===== src/rtl/vc_pkg.sv =====
package vc_pkg;

  typedef enum logic [1:0] {
    ST_IDLE  = 2'd0,
    ST_SWAP  = 2'd1,
    ST_MREQ  = 2'd2,
    ST_MWAIT = 2'd3
  } vc_state_e;

endpackage


===== src/rtl/vc_main_array.sv =====
module vc_main_array #(
  parameter int ADDR_W = 12,
  parameter int IDX_W  = 4,
  parameter int LINE_W = 32
) (
  input  logic                    clk,
  input  logic                    rst_n,
  input  logic [IDX_W-1:0]        rd_idx,
  output logic                    rd_valid,
  output logic [ADDR_W-IDX_W-1:0] rd_tag,
  output logic [LINE_W-1:0]       rd_data,
  input  logic                    wr_en,
  input  logic [IDX_W-1:0]        wr_idx,
  input  logic [ADDR_W-IDX_W-1:0] wr_tag,
  input  logic [LINE_W-1:0]       wr_data
);
  localparam int TAG_W = ADDR_W - IDX_W;
  localparam int SETS  = 1 << IDX_W;

  logic [SETS-1:0]  slot_valid;
  logic [TAG_W-1:0] slot_tag  [SETS];
  logic [LINE_W-1:0] slot_data [SETS];

  assign rd_valid = slot_valid[rd_idx];
  assign rd_tag   = slot_tag[rd_idx];
  assign rd_data  = slot_data[rd_idx];

  always_ff @(posedge clk) begin
    if (!rst_n) begin
      slot_valid <= '0;
    end else if (wr_en) begin
      slot_valid[wr_idx] <= 1'b1;
      slot_tag[wr_idx]   <= wr_tag;
      slot_data[wr_idx]  <= wr_data;
    end
  end


  fill_sets_valid_chk: assert property (@(posedge clk) disable iff (!rst_n)
    wr_en |=> slot_valid[$past(wr_idx)]);

endmodule


===== src/rtl/vc_victim_buf.sv =====
module vc_victim_buf #(
  parameter int ADDR_W = 12,
  parameter int LINE_W = 32,
  parameter int DEPTH  = 2
) (
  input  logic                                   clk,
  input  logic                                   rst_n,
  input  logic [ADDR_W-1:0]                      lk_addr,
  output logic                                   lk_hit,
  output logic [((DEPTH > 1) ? $clog2(DEPTH) : 1)-1:0] lk_sel,
  output logic [LINE_W-1:0]                      lk_data,
  input  logic                                   sw_en,
  input  logic [((DEPTH > 1) ? $clog2(DEPTH) : 1)-1:0] sw_sel,
  input  logic [ADDR_W-1:0]                      sw_addr,
  input  logic [LINE_W-1:0]                      sw_data,
  input  logic                                   sw_keep,
  input  logic                                   ins_en,
  input  logic [ADDR_W-1:0]                      ins_addr,
  input  logic [LINE_W-1:0]                      ins_data
);
  localparam int SEL_W = (DEPTH > 1) ? $clog2(DEPTH) : 1;

  logic [DEPTH-1:0]  e_valid;
  logic [ADDR_W-1:0] e_addr [DEPTH];
  logic [LINE_W-1:0] e_data [DEPTH];
  logic [SEL_W-1:0]  e_age  [DEPTH];   // 0 = most recently used
  logic [DEPTH-1:0]  hit_vec;

  logic             free_found;
  logic [SEL_W-1:0] ins_slot;
  logic             upd_en;
  logic [SEL_W-1:0] upd_sel;

  for (genvar g = 0; g < DEPTH; g++) begin : g_cmp
    assign hit_vec[g] = e_valid[g] && (e_addr[g] == lk_addr);
  end

  always_comb begin
    lk_hit = 1'b0;
    lk_sel = '0;
    for (int i = 0; i < DEPTH; i++) begin
      if (hit_vec[i] && !lk_hit) begin
        lk_hit = 1'b1;
        lk_sel = SEL_W'(i);
      end
    end
  end
  assign lk_data = e_data[lk_sel];

  always_comb begin
    free_found = 1'b0;
    ins_slot   = '0;
    for (int i = 0; i < DEPTH; i++) begin
      if (!e_valid[i] && !free_found) begin
        free_found = 1'b1;
        ins_slot   = SEL_W'(i);
      end
    end
    if (!free_found) begin
      for (int i = 0; i < DEPTH; i++) begin
        if (e_age[i] == SEL_W'(DEPTH - 1)) ins_slot = SEL_W'(i);
      end
    end
  end

  assign upd_en  = sw_en || ins_en;
  assign upd_sel = sw_en ? sw_sel : ins_slot;

  always_ff @(posedge clk) begin
    if (!rst_n) begin
      e_valid <= '0;
      for (int i = 0; i < DEPTH; i++) e_age[i] <= SEL_W'(i);
    end else if (upd_en) begin
      e_addr[upd_sel]  <= sw_en ? sw_addr : ins_addr;
      e_data[upd_sel]  <= sw_en ? sw_data : ins_data;
      e_valid[upd_sel] <= sw_en ? sw_keep : 1'b1;
      for (int i = 0; i < DEPTH; i++) begin
        if (SEL_W'(i) == upd_sel)            e_age[i] <= '0;
        else if (e_age[i] < e_age[upd_sel])  e_age[i] <= e_age[i] + 1'b1;
      end
    end
  end


  no_duplicate_line_chk: assert property (@(posedge clk) disable iff (!rst_n)
    $onehot0(hit_vec));


  single_update_chk: assert property (@(posedge clk) disable iff (!rst_n)
    $onehot0({sw_en, ins_en}));


  written_is_mru_chk: assert property (@(posedge clk) disable iff (!rst_n)
    upd_en |=> (e_age[$past(upd_sel)] == '0));

endmodule


===== src/rtl/vc_cache_top.sv =====
module vc_cache_top #(
  parameter int ADDR_W   = 12,
  parameter int IDX_W    = 4,
  parameter int LINE_W   = 32,
  parameter int VB_DEPTH = 2
) (
  input  logic              clk,
  input  logic              rst_n,
  input  logic              req_valid,
  output logic              req_ready,
  input  logic [ADDR_W-1:0] req_addr,
  output logic              resp_valid,
  output logic [LINE_W-1:0] resp_data,
  output logic              resp_main_hit,
  output logic              resp_victim_hit,
  output logic              resp_full_miss,
  output logic              mem_req_valid,
  input  logic              mem_req_ready,
  output logic [ADDR_W-1:0] mem_req_addr,
  input  logic              mem_resp_valid,
  input  logic [LINE_W-1:0] mem_resp_data
);
  import vc_pkg::*;

  localparam int TAG_W = ADDR_W - IDX_W;
  localparam int SEL_W = (VB_DEPTH > 1) ? $clog2(VB_DEPTH) : 1;

  vc_state_e         state;
  logic [ADDR_W-1:0] s_addr;
  logic [ADDR_W-1:0] look_addr;
  logic [IDX_W-1:0]  look_idx;

  logic              m_valid;
  logic [TAG_W-1:0]  m_tag;
  logic [LINE_W-1:0] m_data;
  logic              main_hit;
  logic              m_wr_en;
  logic [LINE_W-1:0] m_wr_data;

  logic              vb_hit;
  logic [SEL_W-1:0]  vb_sel;
  logic [LINE_W-1:0] vb_data;
  logic              vb_swap;
  logic              vb_ins;

  logic              accept;
  logic              fill_now;

  assign req_ready = (state == ST_IDLE);
  assign accept    = req_valid && req_ready;
  assign look_addr = (state == ST_IDLE) ? req_addr : s_addr;
  assign look_idx  = look_addr[IDX_W-1:0];
  assign main_hit  = m_valid && (m_tag == look_addr[ADDR_W-1:IDX_W]);
  assign fill_now  = (state == ST_MWAIT) && mem_resp_valid;

  assign m_wr_en   = (state == ST_SWAP) || fill_now;
  assign m_wr_data = (state == ST_SWAP) ? vb_data : mem_resp_data;
  assign vb_swap   = (state == ST_SWAP);
  assign vb_ins    = fill_now && m_valid;

  assign mem_req_valid = (state == ST_MREQ);
  assign mem_req_addr  = s_addr;

  vc_main_array #(
    .ADDR_W(ADDR_W), .IDX_W(IDX_W), .LINE_W(LINE_W)
  ) u_main (
    .clk     (clk),
    .rst_n   (rst_n),
    .rd_idx  (look_idx),
    .rd_valid(m_valid),
    .rd_tag  (m_tag),
    .rd_data (m_data),
    .wr_en   (m_wr_en),
    .wr_idx  (s_addr[IDX_W-1:0]),
    .wr_tag  (s_addr[ADDR_W-1:IDX_W]),
    .wr_data (m_wr_data)
  );

  vc_victim_buf #(
    .ADDR_W(ADDR_W), .LINE_W(LINE_W), .DEPTH(VB_DEPTH)
  ) u_vbuf (
    .clk     (clk),
    .rst_n   (rst_n),
    .lk_addr (look_addr),
    .lk_hit  (vb_hit),
    .lk_sel  (vb_sel),
    .lk_data (vb_data),
    .sw_en   (vb_swap),
    .sw_sel  (vb_sel),
    .sw_addr ({m_tag, look_idx}),
    .sw_data (m_data),
    .sw_keep (m_valid),
    .ins_en  (vb_ins),
    .ins_addr({m_tag, look_idx}),
    .ins_data(m_data)
  );

  always_ff @(posedge clk) begin
    if (!rst_n) begin
      state           <= ST_IDLE;
      s_addr          <= '0;
      resp_valid      <= 1'b0;
      resp_data       <= '0;
      resp_main_hit   <= 1'b0;
      resp_victim_hit <= 1'b0;
      resp_full_miss  <= 1'b0;
    end else begin
      resp_valid      <= 1'b0;
      resp_main_hit   <= 1'b0;
      resp_victim_hit <= 1'b0;
      resp_full_miss  <= 1'b0;
      unique case (state)
        ST_IDLE: if (accept) begin
          s_addr <= req_addr;
          if (main_hit) begin
            resp_valid    <= 1'b1;
            resp_main_hit <= 1'b1;
            resp_data     <= m_data;
          end else if (vb_hit) begin
            state <= ST_SWAP;
          end else begin
            state <= ST_MREQ;
          end
        end
        ST_SWAP: begin
          resp_valid      <= 1'b1;
          resp_victim_hit <= 1'b1;
          resp_data       <= vb_data;
          state           <= ST_IDLE;
        end
        ST_MREQ: if (mem_req_ready) state <= ST_MWAIT;
        ST_MWAIT: if (mem_resp_valid) begin
          resp_valid     <= 1'b1;
          resp_full_miss <= 1'b1;
          resp_data      <= mem_resp_data;
          state          <= ST_IDLE;
        end
        default: state <= ST_IDLE;
      endcase
    end
  end


  one_status_chk: assert property (@(posedge clk) disable iff (!rst_n)
    resp_valid |-> $onehot({resp_main_hit, resp_victim_hit, resp_full_miss}));


  mem_req_hold_chk: assert property (@(posedge clk) disable iff (!rst_n)
    (mem_req_valid && !mem_req_ready) |=> (mem_req_valid && $stable(mem_req_addr)));


  busy_after_miss_chk: assert property (@(posedge clk) disable iff (!rst_n)
    (accept && !main_hit) |=> !req_ready);


  swap_needs_vb_hit_chk: assert property (@(posedge clk) disable iff (!rst_n)
    (state == ST_SWAP) |-> (vb_hit && !mem_req_valid));

endmodule


===== config.mk =====
export PLATFORM = sky130hd
export DESIGN_NAME = vc_cache_top
export DESIGN_NICKNAME = d
export VERILOG_FILES = /design/src/rtl/vc_pkg.sv /design/src/rtl/vc_main_array.sv /design/src/rtl/vc_victim_buf.sv /design/src/rtl/vc_cache_top.sv
export SDC_FILE = /design/constraint.sdc
export NUM_CORES = 1
export LEC_CHECK = 0
export ABC_AREA = 1
export BUFFER_PORTS_ARGS = -buffer_cell sky130_fd_sc_hd__buf_2
export CAP_MARGIN = 10
export CORE_ASPECT_RATIO = 1.5
export CORE_MARGIN = 2
export CORE_UTILIZATION = 45
export DETAILED_ROUTE_END_ITERATION = 10
export PLACE_DENSITY = 0.62
export SETUP_SLACK_MARGIN = 0.4
export SYNTH_ARGS = -nofsm -noshare
export SYNTH_HDL_FRONTEND = slang
export SYNTH_HIERARCHICAL = 1
export SYNTH_SLANG_ARGS = --single-unit

===== constraint.sdc =====
create_clock -name clk -period 14.5 [get_ports clk]
set_clock_uncertainty 0.15 [all_clocks]
set_input_delay 2.9 -clock clk [delete_from_list [all_inputs] [get_ports clk]]
set_output_delay 2.9 -clock clk [all_outputs]
set_load 0.02 [all_outputs]

==> run metrics <==
initial antenna violation count 2; post-synthesis sequential area ratio 0.649; Final Hold Slack 0.331 ns; CP startpoint req_addr[2]; Chip Width 235 µm; worst vdd ir 0.0000738 V; Power Dens Cells 140 nW/µm²; first-pass GRT wire length 137000 µm; DP Cell Count 4711; synth unique cells 32; Clk pin slew, worst setup/hold paths 0.07 ns; CTS max path bufs 3; clk_lat worst skew 0.62 ns; hold_buf cts 0; FFs w/ async S/R, synth 0; status completed; Sw Pwr 1.59 mW; GR Overflow Total 0; Commonest cells post-synth 1349 x nand2_1, 730 x edfxtp_1, 602 x nand3_1; Hold Crit Class reg2reg; Post-Route WL 92200 µm; cts bufs inserted 72; Worst-Margin Slew 1.14 ns; iteration count of the initial detailed-routing pass 6; layout cell share with drive strength beyond 1 0.0760; Clk pwr share 0.341; CTS resizes 0; number of max-cap violations 0; via count 25.3k; reg2reg end u_vbuf/e_age[1]; Core ar. 78800 µm²; worst reg2reg path startpoint state[1]; Finished Cell Area 39200 µm²; initial detailed-routing violation count 2129; Leak 17.1 nW; setup violators final 0; HPWL Detailed 49300 µm; DR vias/cell 5.22; setup slack, reg-to-reg 7.94 ns; Cell Int Power 3.91 mW; Post-synth EDFFs 730; CTS Root Cell clkbuf_16; crit start category primary input; IO Pins 99; Post-Syn Area 35900 µm²; Area Overhead vs Synth 9.32%; Sw Share 0.290; Filler Cells Inserted 7080; worst path arrival time 7.98 ns; Most Crowded Layer GR met2; Top FF cell, synth edfxtp_1; Critical Path RT 14.69 ns; #FFs+latches synth 798; met3 Use GR 0.0308; Tot GR Track Use 0.223; Yosys top cell area share 0.611; Final Critical Period 7.79 ns; FF-to-FF path depth 22; period utilization 0.537; Post-Syn Area per Cell 9.59 µm²; gpl congestion 0.874; Buffers on Ports 98; # Post-CTS Setup Buffers 0; Initial Util 0.455; number of nets in the layout 3810; Placed Area 36900 µm²; Post-Syn Nets 3791; Hold Vio Cnt, Final 0; CTS tree built; Final Non-Filler Cells 4842; grt met2 use 0.385; Max Freq 128 MHz; largest net degree at the start of global routing 192; Syn Inst Count 3742; cell taking the most area after synthesis edfxtp_1; Critical Setup Path Class in2reg; die height 350 µm; H-tree depth 3; Sink Count 798; met1 Use GR 0.286; part of the power in registers 0.478; Post-DRT Antenna Nets 0; YS warnings 6; ranking of synthesized cells by area edfxtp_1 61%, nand2_1 14%, nand3_1 8.4%; max_slew headroom 0.241; CP Max Fanout 54; WL per Instance 19.0 µm; Setup crit end kind register; share of total power in combinational logic 0.181; setup tns final 0 ns; most numerous cell in the Yosys netlist nand2_1; Slew Viols, Final 0; Post-route DRC 0; Worst Setup EP u_vbuf/e_age[1]; die area 82100 µm²; post-layout util 0.498; Placement Rows 126; vias in the first global route 23.6k; RSZ-0062 raised after global routing no
## worst min-delay path by stage
stage / from / endpoint / slack (ns) / cells past startpoint
2_1_floorplan: u_main/slot_valid[0] / u_main/slot_valid[0] / 0.31 / 2
3_3_place_gp: u_main/slot_valid[3] / u_main/slot_valid[3] / 0.31 / 2
3_5_place_dp: u_main/slot_valid[7] / u_main/slot_valid[7] / 0.32 / 2
4_1_cts: u_main/slot_valid[7] / u_main/slot_valid[7] / 0.33 / 2
5_1_grt: u_main/slot_valid[13] / u_main/slot_valid[13] / 0.36 / 2
6_report: u_main/slot_valid[7] / u_main/slot_valid[7] / 0.33 / 2
## cell type report
class	count	area (µm²)	area share
timing repair buffer	134	786	0.0200
clock inverter	38	279	0.00711
multi-input combinational	2157	9330	0.238
inverter	598	2260	0.0576
antenna	3	7.51	0.000191
clock buffer	90	2020	0.0514
sequential	798	23300	0.593
tap	1024	1280	0.0327
## power groups by stage
stage	clock [mW]	sequential, mW	combinational (mW)
global route	1.99	2.64	1.10
CTS	1.91	2.63	0.989
detailed placement	0	2.68	0.986
finish	1.87	2.63	0.996
global placement	0	2.68	0.975
floorplan	0	2.69	0.696
## per-layer routing
metal	routed length, µm	part of all wire
met1	37700	0.41
met2	45600	0.49
met3	6350	0.069
met4	2610	0.028
met5	0	0
## sequential cells by signal, indices dropped and copies added (netlist names)
name and flops:
state 2, u_vbuf/e_addr 24, u_main/slot_valid 16, resp_valid 1, resp_data 32, resp_main_hit 1, u_vbuf/e_age 2, mem_req_addr 12
u_vbuf/e_data 64, u_main/slot_tag 128, resp_full_miss 1, u_main/slot_data 512, u_vbuf/e_valid 2, resp_victim_hit 1
## cell families after synthesis
logic type,Yosys count,share of synthesized area
xor+xnor,6,0.00146
compound gates,93,0.0139
flops,798,0.649
simple gates,2058,0.240
buf+inv,787,0.0964
## critical path, cell delays in order
cell and delay, ns:
buf_2 0.08, nand2_1 0.08, o21ai_4 0.09, buf_4 0.47
buf_4 0.80, inv_1 0.13, nand2_1 0.09, o21ai_0 0.09
nor2_1 0.10, nand2_1 0.06, nor2_1 0.11, nand2_2 0.45
nand2_4 0.56, inv_1 0.07, nand2_1 0.08, nand2_1 0.07
inv_1 0.07, o21ai_0 0.22, nor2_4 0.56, buf_4 0.46
nand3_1 0.16, nand2_1 0.10
## through the flow
step | setup WS (ns) | power (mW)
detailed placement | 6.16 | 3.67
finish | 6.71 | 5.50
CTS | 6.82 | 5.53
floorplan | 7.40 | 3.38
global route | 6.37 | 5.73
global placement | 6.16 | 3.66
## layout by cell type (no fill, tap or decap), types with 2 or more instances in the layout
master | netlist | layout
clkinv_2 | 0 | 10
nor2_4 | 2 | 20
dfxtp_1 | 68 | 68
nand2_2 | 4 | 4
o21ai_0 | 24 | 20
nand3_2 | 11 | 11
inv_1 | 588 | 585
buf_12 | 1 | 2
buf_4 | 7 | 34
bufinv_16 | 0 | 3
buf_2 | 77 | 98
o22ai_1 | 16 | 16
diode_2 | 0 | 3
clkinv_1 | 2 | 19
nand3_1 | 602 | 602
clkinv_4 | 0 | 2
inv_6 | 1 | 2
xnor2_1 | 3 | 3
or2_2 | 2 | 2
xor2_1 | 3 | 3
nand3b_1 | 3 | 3
clkbuf_8 | 0 | 4
nand2_1 | 1349 | 1349
inv_2 | 7 | 8
clkbuf_1 | 34 | 9
edfxtp_1 | 730 | 730
a21oi_1 | 46 | 46
o21ai_1 | 2 | 2
nor2_1 | 81 | 64
clkinvlp_4 | 0 | 5
clkbuf_16 | 0 | 77
a211oi_1 | 3 | 3
o21ai_4 | 0 | 4
Power figures use the tool's default switching activity.
